<file path="src/rtl/tmr_slv_pkg.sv">
package tmr_slv_pkg;

    localparam logic [2:0] MODE_OFF   = 3'b000;
    localparam logic [2:0] MODE_GATED = 3'b101;
    localparam logic [2:0] MODE_TRIG  = 3'b110;

    localparam logic [4:0] SEL_BASE   = 5'b00101;

    localparam logic [1:0] ADR_CTRL   = 2'd0;
    localparam logic [1:0] ADR_SRC    = 2'd1;
    localparam logic [1:0] ADR_POL    = 2'd2;
    localparam logic [1:0] ADR_FLAG   = 2'd3;

    typedef enum logic [2:0] {
        ST_IDLE,
        ST_FREE,
        ST_GATE_WAIT,
        ST_GATE_RUN,
        ST_TRIG_ARMED,
        ST_TRIG_RUN
    } slv_state_e;

    typedef enum logic [1:0] {
        FAM_PLAIN,
        FAM_GATED,
        FAM_TRIG
    } mode_fam_e;

    function automatic mode_fam_e decode_mode(input logic [2:0] m);
        if (m == MODE_GATED) return FAM_GATED;
        if (m == MODE_TRIG)  return FAM_TRIG;
        return FAM_PLAIN;
    endfunction

endpackage

</file>
<file path="src/rtl/tmr_slv_insync.sv">
module tmr_slv_insync
    import tmr_slv_pkg::*;
#(
    parameter int STAGES = 2,
    parameter int NPIN   = 2
) (
    input  logic            clk,
    input  logic            rst_n,
    input  logic [NPIN-1:0] pins,
    input  logic [4:0]      src_sel,
    input  logic            pol_p,
    input  logic            pol_np,
    output logic            trg_lvl,
    output logic            trg_rise,
    output logic            trg_fall
);

    logic [NPIN-1:0] synced;
    logic            pick_hit;
    logic            pick_bit;
    logic            invert;
    logic            lvl_now;
    logic            lvl_prev;

    for (genvar p = 0; p < NPIN; p++) begin : g_pin
        logic [STAGES-1:0] chain;
        always_ff @(posedge clk or negedge rst_n) begin
            if (!rst_n) begin
                chain <= '0;
            end else begin
                chain <= {chain[STAGES-2:0], pins[p]};
            end
        end
        assign synced[p] = chain[STAGES-1];
    end

    always_comb begin
        pick_hit = 1'b0;
        pick_bit = 1'b0;
        for (int k = 0; k < NPIN; k++) begin
            if (src_sel == SEL_BASE + 5'(k)) begin
                pick_hit = 1'b1;
                pick_bit = synced[k];
            end
        end
    end

    assign invert  = pol_p & ~pol_np;
    assign lvl_now = pick_hit & (pick_bit ^ invert);

    always_ff @(posedge clk or negedge rst_n) begin
        if (!rst_n) begin
            lvl_prev <= 1'b0;
        end else begin
            lvl_prev <= lvl_now;
        end
    end

    assign trg_lvl  = lvl_now;
    assign trg_rise = lvl_now & ~lvl_prev;
    assign trg_fall = ~lvl_now & lvl_prev;

endmodule

</file>
<file path="src/rtl/tmr_slv_regs.sv">
module tmr_slv_regs
    import tmr_slv_pkg::*;
(
    input  logic       clk,
    input  logic       rst_n,
    input  logic       we,
    input  logic [1:0] addr,
    input  logic [7:0] wdata,
    input  logic       cen_hw_set,
    input  logic       flag_hw_set,
    output logic [2:0] mode,
    output logic       cen,
    output logic [4:0] src_sel,
    output logic       pol_p,
    output logic       pol_np,
    output logic       flag
);

    logic wr_ctrl;
    logic wr_src;
    logic wr_pol;
    logic wr_clr;

    assign wr_ctrl = we && (addr == ADR_CTRL);
    assign wr_src  = we && (addr == ADR_SRC);
    assign wr_pol  = we && (addr == ADR_POL);
    assign wr_clr  = we && (addr == ADR_FLAG) && !wdata[0];

    always_ff @(posedge clk or negedge rst_n) begin
        if (!rst_n) begin
            mode    <= MODE_OFF;
            src_sel <= '0;
            pol_p   <= 1'b0;
            pol_np  <= 1'b0;
        end else begin
            if (wr_ctrl) begin
                mode <= wdata[3:1];
            end
            if (wr_src) begin
                src_sel <= wdata[4:0];
            end
            if (wr_pol) begin
                pol_p  <= wdata[0];
                pol_np <= wdata[1];
            end
        end
    end

    always_ff @(posedge clk or negedge rst_n) begin
        if (!rst_n) begin
            cen <= 1'b0;
        end else if (cen_hw_set) begin
            cen <= 1'b1;
        end else if (wr_ctrl) begin
            cen <= wdata[0];
        end
    end

    always_ff @(posedge clk or negedge rst_n) begin
        if (!rst_n) begin
            flag <= 1'b0;
        end else if (flag_hw_set) begin
            flag <= 1'b1;
        end else if (wr_clr) begin
            flag <= 1'b0;
        end
    end

endmodule

</file>
<file path="src/rtl/tmr_slv_fsm.sv">
module tmr_slv_fsm
    import tmr_slv_pkg::*;
(
    input  logic       clk,
    input  logic       rst_n,
    input  logic [2:0] mode,
    input  logic       cen,
    input  logic       trg_lvl,
    input  logic       trg_rise,
    input  logic       trg_fall,
    output logic       running,
    output logic       cen_hw_set,
    output logic       flag_hw_set
);

    slv_state_e state_q;
    slv_state_e state_d;
    mode_fam_e  fam;
    slv_state_e rest_st;

    assign fam = decode_mode(mode);

    always_comb begin
        unique case (fam)
            FAM_GATED: rest_st = ST_GATE_WAIT;
            FAM_TRIG:  rest_st = ST_TRIG_ARMED;
            default:   rest_st = cen ? ST_FREE : ST_IDLE;
        endcase
    end

    always_ff @(posedge clk or negedge rst_n) begin
        if (!rst_n) begin
            state_q <= ST_IDLE;
        end else begin
            state_q <= state_d;
        end
    end

    always_comb begin
        state_d = state_q;
        unique case (state_q)
            ST_IDLE, ST_FREE: begin
                if (fam == FAM_PLAIN) begin
                    state_d = cen ? ST_FREE : ST_IDLE;
                end else begin
                    state_d = rest_st;
                end
            end
            ST_GATE_WAIT, ST_GATE_RUN: begin
                if (fam == FAM_GATED) begin
                    state_d = (trg_lvl && cen) ? ST_GATE_RUN : ST_GATE_WAIT;
                end else begin
                    state_d = rest_st;
                end
            end
            ST_TRIG_ARMED: begin
                if (fam == FAM_TRIG) begin
                    state_d = (trg_rise || cen) ? ST_TRIG_RUN : ST_TRIG_ARMED;
                end else begin
                    state_d = rest_st;
                end
            end
            ST_TRIG_RUN: begin
                if (fam == FAM_TRIG) begin
                    state_d = (cen || trg_rise) ? ST_TRIG_RUN : ST_TRIG_ARMED;
                end else begin
                    state_d = rest_st;
                end
            end
            default: state_d = ST_IDLE;
        endcase
    end

    always_comb begin
        running     = 1'b0;
        cen_hw_set  = 1'b0;
        flag_hw_set = 1'b0;
        unique case (state_q)
            ST_FREE, ST_GATE_RUN, ST_TRIG_RUN: running = 1'b1;
            default:                           running = 1'b0;
        endcase
        unique case (fam)
            FAM_GATED: flag_hw_set = trg_rise || trg_fall;
            FAM_TRIG: begin
                flag_hw_set = trg_rise;
                cen_hw_set  = trg_rise;
            end
            default: begin
                flag_hw_set = 1'b0;
                cen_hw_set  = 1'b0;
            end
        endcase
    end

endmodule

</file>
<file path="src/rtl/tmr_slv_counter.sv">
module tmr_slv_counter #(
    parameter int W = 16
) (
    input  logic         clk,
    input  logic         rst_n,
    input  logic         adv,
    output logic [W-1:0] value
);

    always_ff @(posedge clk or negedge rst_n) begin
        if (!rst_n) begin
            value <= '0;
        end else if (adv) begin
            value <= value + W'(1);
        end
    end

endmodule

</file>
<file path="src/rtl/tmr_slave_ctrl.sv">
module tmr_slave_ctrl
    import tmr_slv_pkg::*;
#(
    parameter int CNT_W       = 16,
    parameter int SYNC_STAGES = 2
) (
    input  logic             clk,
    input  logic             rst_n,
    input  logic             tin1,
    input  logic             tin2,
    input  logic             cfg_we,
    input  logic [1:0]       cfg_addr,
    input  logic [7:0]       cfg_wdata,
    output logic [CNT_W-1:0] cnt_value,
    output logic             cnt_running,
    output logic             trig_flag
);

    localparam int NPIN = 2;

    logic [2:0] mode_q;
    logic       cen_q;
    logic [4:0] src_q;
    logic       pol_p_q;
    logic       pol_np_q;
    logic       trg_lvl;
    logic       trg_rise;
    logic       trg_fall;
    logic       cen_set;
    logic       flag_set;
    logic       run;

    tmr_slv_insync #(
        .STAGES (SYNC_STAGES),
        .NPIN   (NPIN)
    ) u_sync (
        .clk      (clk),
        .rst_n    (rst_n),
        .pins     ({tin2, tin1}),
        .src_sel  (src_q),
        .pol_p    (pol_p_q),
        .pol_np   (pol_np_q),
        .trg_lvl  (trg_lvl),
        .trg_rise (trg_rise),
        .trg_fall (trg_fall)
    );

    tmr_slv_regs u_regs (
        .clk         (clk),
        .rst_n       (rst_n),
        .we          (cfg_we),
        .addr        (cfg_addr),
        .wdata       (cfg_wdata),
        .cen_hw_set  (cen_set),
        .flag_hw_set (flag_set),
        .mode        (mode_q),
        .cen         (cen_q),
        .src_sel     (src_q),
        .pol_p       (pol_p_q),
        .pol_np      (pol_np_q),
        .flag        (trig_flag)
    );

    tmr_slv_fsm u_fsm (
        .clk         (clk),
        .rst_n       (rst_n),
        .mode        (mode_q),
        .cen         (cen_q),
        .trg_lvl     (trg_lvl),
        .trg_rise    (trg_rise),
        .trg_fall    (trg_fall),
        .running     (run),
        .cen_hw_set  (cen_set),
        .flag_hw_set (flag_set)
    );

    tmr_slv_counter #(
        .W (CNT_W)
    ) u_cnt (
        .clk   (clk),
        .rst_n (rst_n),
        .adv   (run),
        .value (cnt_value)
    );

    assign cnt_running = run;

endmodule

</file>
<file path="config.mk">
export PLATFORM = sky130hd
export DESIGN_NAME = tmr_slave_ctrl
export DESIGN_NICKNAME = d
export VERILOG_FILES = /design/src/rtl/tmr_slv_pkg.sv /design/src/rtl/tmr_slv_insync.sv /design/src/rtl/tmr_slv_regs.sv /design/src/rtl/tmr_slv_fsm.sv /design/src/rtl/tmr_slv_counter.sv /design/src/rtl/tmr_slave_ctrl.sv
export SDC_FILE = /design/constraint.sdc
export NUM_CORES = 1
export LEC_CHECK = 0
export BUFFER_PORTS_ARGS = -buffer_cell sky130_fd_sc_hd__buf_2
export CORE_ASPECT_RATIO = 1.4
export CORE_MARGIN = 1.5
export CORE_UTILIZATION = 40
export DETAILED_ROUTE_END_ITERATION = 10
export PLACE_DENSITY = 0.69
export SYNTH_ARGS = -nofsm -noshare
export SYNTH_HDL_FRONTEND = slang
export SYNTH_SLANG_ARGS = --single-unit
</file>
<file path="constraint.sdc">
create_clock -name clk -period 4.7 [get_ports clk]
set_input_delay 0.47 -clock clk [delete_from_list [all_inputs] [get_ports clk]]
set_output_delay 0.47 -clock clk [all_outputs]
set_load 0.02 [all_outputs]
</file>
==> flow_metrics.env, run 1 <==
export IMPL_setup_violations=0
export IMPL_cts_setup_buffers=0
export IMPL_firstDrtPassIters=4
export IMPL_synth_top_family_by_area="simple AND/OR/NAND/NOR gates"
export IMPL_grt_pass1_vias=1091
export IMPL_synth_seq_cells=36
export IMPL_syn_to_final_growth_pct=17.2
export IMPL_grt_usage=0.145
export IMPL_p_seq_frac=0.500
export IMPL_ir_drop_mv=0.323
export IMPL_clk_pin_slew_ps=70
export IMPL_skew_ps=4.64
export IMPL_power_frac_comb=0.241
export IMPL_start_kind="flip-flop"
export IMPL_clkPwrFrac=0.260
export IMPL_synth_compound_area_frac=0.0332
export IMPL_rows=26
export IMPL_cts_hold_buf=0
export IMPL_io_buffers=29
export IMPL_tightest_slew_ps=778
export IMPL_powerDensity_nw_per_um2=465
export IMPL_max_freq_mhz=587
export IMPL_avgSynthCellArea_um2=12.9
export IMPL_drv_slew=0
export IMPL_drc_errors=0
export IMPL_numCtsBuffers=5
export IMPL_max_slew_margin_rel=0.481
export IMPL_synthesis_nets=137
export IMPL_busiest_layer="met2"
export IMPL_clock_sinks=36
export IMPL_die_area_um2=4250
export IMPL_outcome="completed"
export IMPL_yosysWarnings=0
export IMPL_fin_ws_ps=3000
export IMPL_root_buffer="clkbuf_8"
export IMPL_synth_xor_area_frac=0.0964
export IMPL_switching_share=0.314
export IMPL_min_period_over_period=0.362
export IMPL_path_max_fanout=2
export IMPL_worstPathRequired_ps=4860
export IMPL_grt_max_degree=37
export IMPL_rsz0062_at_grt="false"
export IMPL_place_congestion=0.752
export IMPL_endpoint_kind="flip-flop"
export IMPL_antenna_found_initial=0
export IMPL_place_ws_ps=2960
export IMPL_chipHeight_um=76.5
export IMPL_drv_cap=0
export IMPL_antenna_cells=0
export IMPL_synthesis_instances=120
export IMPL_synth_edf_count=0
export IMPL_fin_cells=196
export IMPL_leakagePower_nw=0.842
export IMPL_met1_usage=0.161
export IMPL_p_int_mw=0.578
export IMPL_insertion_delay_ps=280
export IMPL_final_hold_viol_count=0
export IMPL_hold_path_class="in -> async"
export IMPL_synth_distinct_cells=29
export IMPL_clk_path_buf_depth=2
export IMPL_grt_pass1_wl_mm=4.82
export IMPL_tns_ps=0
export IMPL_synth_seq_area_share=0.583
export IMPL_antenna_left=0
export IMPL_ctsHtreeMaxLevel=2
export IMPL_yosys_area_share_simple=0.168
export IMPL_start_util=0.420
export IMPL_grt_util_met3=0.0611
export IMPL_critPathKind="reg -> reg"
export IMPL_ctsResizeCount=0
export IMPL_design_core_area_um2=3680
export IMPL_power_total_mw=0.843
export IMPL_dp_cells=188
export IMPL_cts_tree="done"
export IMPL_wl_per_cell_um=13.2
export IMPL_grt_overflow=0
export IMPL_dr_total_vias=1026
export IMPL_die_w_um=55.5
export IMPL_drt_initial_drc_count=9
export IMPL_whs_ps=265
export IMPL_synth_fa_ha_area_frac=0.0162
export IMPL_p_sw_mw=0.264
export IMPL_synth_mux_area_fraction=0.0866
export IMPL_wirelength_mm=2.59
export IMPL_syn_area_um2=1550
export IMPL_ios=33
export IMPL_post_drt_via_cell_ratio=5.23
export IMPL_async_flop_share=1.00
export IMPL_nNetsFinal=170
export IMPL_min_period_ps=1700
export IMPL_drive_above_1_share=0.312
export IMPL_use_met2=0.246
export IMPL_cp_arrival_ps=1860
export IMPL_synthFlopType="dfrtp_1"
cell families (layout without fill, tap and decap cells):
| kind of cell | after synthesis | after routing |
|---|---|---|
| and+or+nand+nor | 43 | 43 |
| DFF | 36 | 36 |
| xor gates and xnor gates | 17 | 17 |
| muxes | 12 | 12 |
| AOI/OAI and AO/OA | 6 | 6 |
| buffers and inverters | 4 | 38 |
| adders and majority gates | 2 | 2 |
power groups by stage:
stage                     logic, mW  clock network (mW)  registers, mW
after global placement        0.201                   0          0.423
after global routing          0.225               0.241          0.432
after floorplan               0.106                   0          0.455
after detailed placement      0.206                   0          0.427
final                         0.203               0.219          0.421
after CTS                     0.207               0.228          0.422
sequential cells by signal, indices dropped and copies added, names as in the netlist:
signal              flops
u_regs.cen              1
u_sync.lvl_prev         1
u_regs.pol_np           1
u_regs.src_sel          5
u_fsm.state_q           3
u_sync.g_pin.chain      4
u_regs.mode             3
u_regs.flag             1
u_regs.pol_p            1
u_cnt.value            16
routing by layer:
layer	wire (um)	vias up
met3	151	4
li1	-	483
met1	1090	497
met5	0	-
met4	27	0
met2	1320	42
critical path, stage by stage, from the launching register on:
cell and delay, ps:
dfrtp_1 370, nand2b_1 180, xnor2_1 140, a22oi_1 220, nor2_1 100, ha_1 200
and4_1 150, o21ai_0 140, o31ai_1 90
placed cells by master (no fill, tap or decap):
master / instances
and3_1: 6
a21boi_4: 1
dfrtp_1: 36
o21ai_0: 1
nand2_1: 8
inv_1: 1
clkbuf_8: 6
xnor2_1: 15
nand4bb_1: 1
mux2i_1: 1
or3_1: 1
nand2b_1: 1
xor2_1: 2
o31ai_1: 1
buf_2: 29
and4_1: 2
nand3_1: 5
o211ai_1: 1
ha_1: 2
nor2b_1: 3
a21oi_1: 1
nand4b_1: 1
mux2_2: 11
and2_1: 3
nand3b_1: 3
nand4_1: 6
nor2_1: 2
clkbuf_1: 2
a22oi_1: 1
nor3b_2: 1
stage by stage:
stage	cell area (um^2)	utilization
after floorplan	1550	-
after global placement	1720	0.468
after detailed placement	1720	0.468
after CTS	1810	0.493
after global routing	1810	0.493
final	1810	0.493
synthesized netlist by cell type, drive strengths merged (2+ instances only):
cell / count / area [um^2]
nand2: 8 / 30.0
nor2: 2 / 7.51
dfrtp: 36 / 901
and4: 2 / 17.5
nand3: 5 / 25.0
and3: 6 / 37.5
and2: 3 / 18.8
mux2: 11 / 124
ha: 2 / 25.0
nand3b: 3 / 22.5
xor2: 2 / 17.5
buf: 3 / 21.3
nor2b: 3 / 18.8
xnor2: 15 / 131
nand4: 6 / 37.5
layout make-up:
class                           instances  area, um^2
Clock buffer                            8        90.1
Fill cell                             325        1860
Inverter                                1        3.75
Multi-Input combinational cell         80         619
Sequential cell                        36         901
Tap cell                               42        52.6
Timing Repair Buffer                   29         145
final timing paths:
kind | slack (ps) | cells after the start | endpoint | startpoint
max | 3000 | 8 | u_fsm.state_q[0]$_DFF_PN0_ | u_regs.pol_np$_DFFE_PN0P_
min | 260 | 1 | u_cnt.value[5]$_DFFE_PN0P_ | rst_n
max reg2reg | 3000 | 8 | u_fsm.state_q[0]$_DFF_PN0_ | u_regs.pol_np$_DFFE_PN0P_
min reg2reg | 350 | 0 | u_sync.g_pin[1].chain[1]$_DFF_PN0_ | u_sync.g_pin[1].chain[0]$_DFF_PN0_
max in group asynchronous | 3950 | 1 | u_regs.cen$_DFFE_PN0P_ | rst_n
min in group clk | 290 | 1 | u_sync.g_pin[0].chain[0]$_DFF_PN0_ | tin1
Power figures use the tool's default switching activity.
==> run 2: changes to the inputs <==
==> constraint.sdc (replaced) <==
create_clock -name clk -period 1.69 [get_ports clk]
set_input_delay 0.169 -clock clk [delete_from_list [all_inputs] [get_ports clk]]
set_output_delay 0.169 -clock clk [all_outputs]
set_load 0.02 [all_outputs]
==> run 2 against run 1 <==
Clock skew up 2.7 ps. Critical path type unchanged. Sequential share of layout area down 1.1 points. First-iteration DRC count rose to 4.0 times the previous value. Fmax up 10%. Non-clock buffer count up 3. Critical endpoint unchanged. Design area up 2.3%. Power rose to 2.8 times the previous value. Flip-flop and latch count unchanged. Final cell count up 1.5%. Wire length up 1.5%.
==> flow_metrics.env, run 2 (synthesis gave the netlist of run 1 again) <==
export IMPL_dp_cells=188
export IMPL_largest_reg_flops=16
export IMPL_routed_top_layer="met4"
export IMPL_cp_arrival_ps=1710
export IMPL_start_util=0.420
export IMPL_ctsHtreeMaxLevel=2
export IMPL_dp_hpwl_mm=1.85
export IMPL_max_freq_mhz=647
export IMPL_antenna_found_initial=0
export IMPL_hold_path_class="in -> reg"
export IMPL_ir_drop_mv=1.01
export IMPL_route_met3_wl_um=167
export IMPL_drc_errors=0
export IMPL_crit_chain="nand2b_4, xnor2_1, a22oi_2, nor2_1, ha_1, and4_1, o21ai_1, o31ai_1"
export IMPL_skew_ps=7.33
export IMPL_nFillCells=341
export IMPL_grt_max_degree=37
export IMPL_min_period_over_period=0.914
export IMPL_endpoint_kind="flip-flop"
export IMPL_grt_usage=0.140
export IMPL_wirelength_mm=2.63
export IMPL_final_hold_viol_count=0
export IMPL_grt_overflow=0
export IMPL_design_core_area_um2=3680
export IMPL_clk_path_buf_depth=2
export IMPL_critPathKind="reg -> reg"
export IMPL_hold_depth=2
export IMPL_register_area_um2=901
export IMPL_cp_slowest_cell="dfrtp_1"
export IMPL_met2_length_mm=1.27
export IMPL_nNetsFinal=173
export IMPL_largest_register="u_cnt.value"
export IMPL_clock_sinks=36
export IMPL_numCtsBuffers=5
export IMPL_rr_worst_depth=8
export IMPL_grt_pass1_wl_mm=4.56
export IMPL_drv_slew=0
export IMPL_place_ws_ps=-3.45
export IMPL_firstDrtPassIters=4
export IMPL_post_drt_via_cell_ratio=5.09
export IMPL_fin_util=0.504
export IMPL_worstPathRequired_ps=1860
export IMPL_cts_tree="done"
export IMPL_syn_to_final_growth_pct=20.0
export IMPL_whs_ps=124
export IMPL_final_cell_mix="36 x dfrtp_1, 29 x buf_2, 15 x xnor2_1"
export IMPL_wl_per_cell_um=13.2
export IMPL_die_area_um2=4250
export IMPL_fin_cells=199
export IMPL_rsz0062_at_grt="false"
export IMPL_drv_cap=0
export IMPL_dr_total_vias=1013
export IMPL_min_period_ps=1550
export IMPL_path_max_fanout=2
export IMPL_setup_violations=0
export IMPL_clk_pin_slew_ps=70
export IMPL_cts_setup_buffers=0
export IMPL_grt_pass1_vias=1006
export IMPL_placed_area_um2=1720
export IMPL_tightest_slew_ps=775
export IMPL_io_buffers=29
export IMPL_start_kind="flip-flop"
export IMPL_powerDensity_nw_per_um2=1280
export IMPL_drive_above_1_share=0.318
export IMPL_outcome="completed"
export IMPL_die_w_um=55.5
export IMPL_antenna_cells=0
export IMPL_wl_met1_mm=1.12
export IMPL_root_buffer="clkbuf_8"
export IMPL_top_regs="u_cnt.value x16, u_regs.src_sel x5, u_sync.g_pin.chain x4"
export IMPL_insertion_delay_ps=290
export IMPL_chipHeight_um=76.5
export IMPL_leakagePower_nw=0.860
export IMPL_place_congestion=0.758
export IMPL_drt_initial_drc_count=36
export IMPL_fin_ws_ps=145
export IMPL_ios=33
export IMPL_rows=26
export IMPL_antenna_left=0
export IMPL_critPathMaxStageDelay_ps=380
export IMPL_final_common_cell="dfrtp_1"
export IMPL_finish_instance_area_um2=1850
export IMPL_max_slew_margin_rel=0.483
export IMPL_multi_input_area_um2=632
run 2: area by class of cell:
| class | instances | area share |
|---|---|---|
| Tap cell | 42 | 0.0283 |
| Clock buffer | 8 | 0.0486 |
| Inverter | 1 | 0.00202 |
| Timing Repair Buffer | 32 | 0.0945 |
| Sequential cell | 36 | 0.486 |
| Multi-Input combinational cell | 80 | 0.341 |
run 2: worst paths after layout:
kind | start | end | slack (ps)
max | u_regs.pol_np$_DFFE_PN0P_ | u_fsm.state_q[0]$_DFF_PN0_ | 140
min | cfg_wdata[4] | u_regs.src_sel[4]$_DFFE_PN0P_ | 120
max reg2reg | u_regs.pol_np$_DFFE_PN0P_ | u_fsm.state_q[0]$_DFF_PN0_ | 140
min reg2reg | u_sync.g_pin[0].chain[0]$_DFF_PN0_ | u_sync.g_pin[0].chain[1]$_DFF_PN0_ | 350
max in group asynchronous | rst_n | u_regs.src_sel[2]$_DFFE_PN0P_ | 700
min in group asynchronous | rst_n | u_cnt.value[5]$_DFFE_PN0P_ | 500
run 2: per-layer routing:
metal	global-route usage	up-vias
li1	-	489
met1	0.157	481
met2	0.220	38
met3	0.0560	5
met4	0.0878	0
met5	0	-
run 2: worst max-delay path, delay by kind of cell (launching register included):
family                   cells  cell delay [ps]
flip-flops                   1              380
AO/OA/AOI/OAI                3              370
AND/OR/NAND/NOR              3              370
adder cells (fa/ha/maj)      1              180
XOR/XNOR                     1              130
run 2: stage by stage:
stage,setup TNS (ps),power (mW)
floorplan,0,1.56
global route,0,2.51
CTS,0,2.39
global placement,0,1.74
detailed placement,-3.45,1.76
finish,0,2.37
run 2: repair_timing:
action	CTS	global route
hold endpoints to repair	38	0
pin swaps	1	1
endpoints found under the setup margin	1	2
hold buffers	3	0
gates resized for setup	1	2
run 2: report_power, final:
group	total (mW)	internal [mW]	switching, mW
combinational	0.582	0.265	0.316
sequential	1.17	1.02	0.150
clock	0.613	0.332	0.281
total	2.37	1.62	0.747
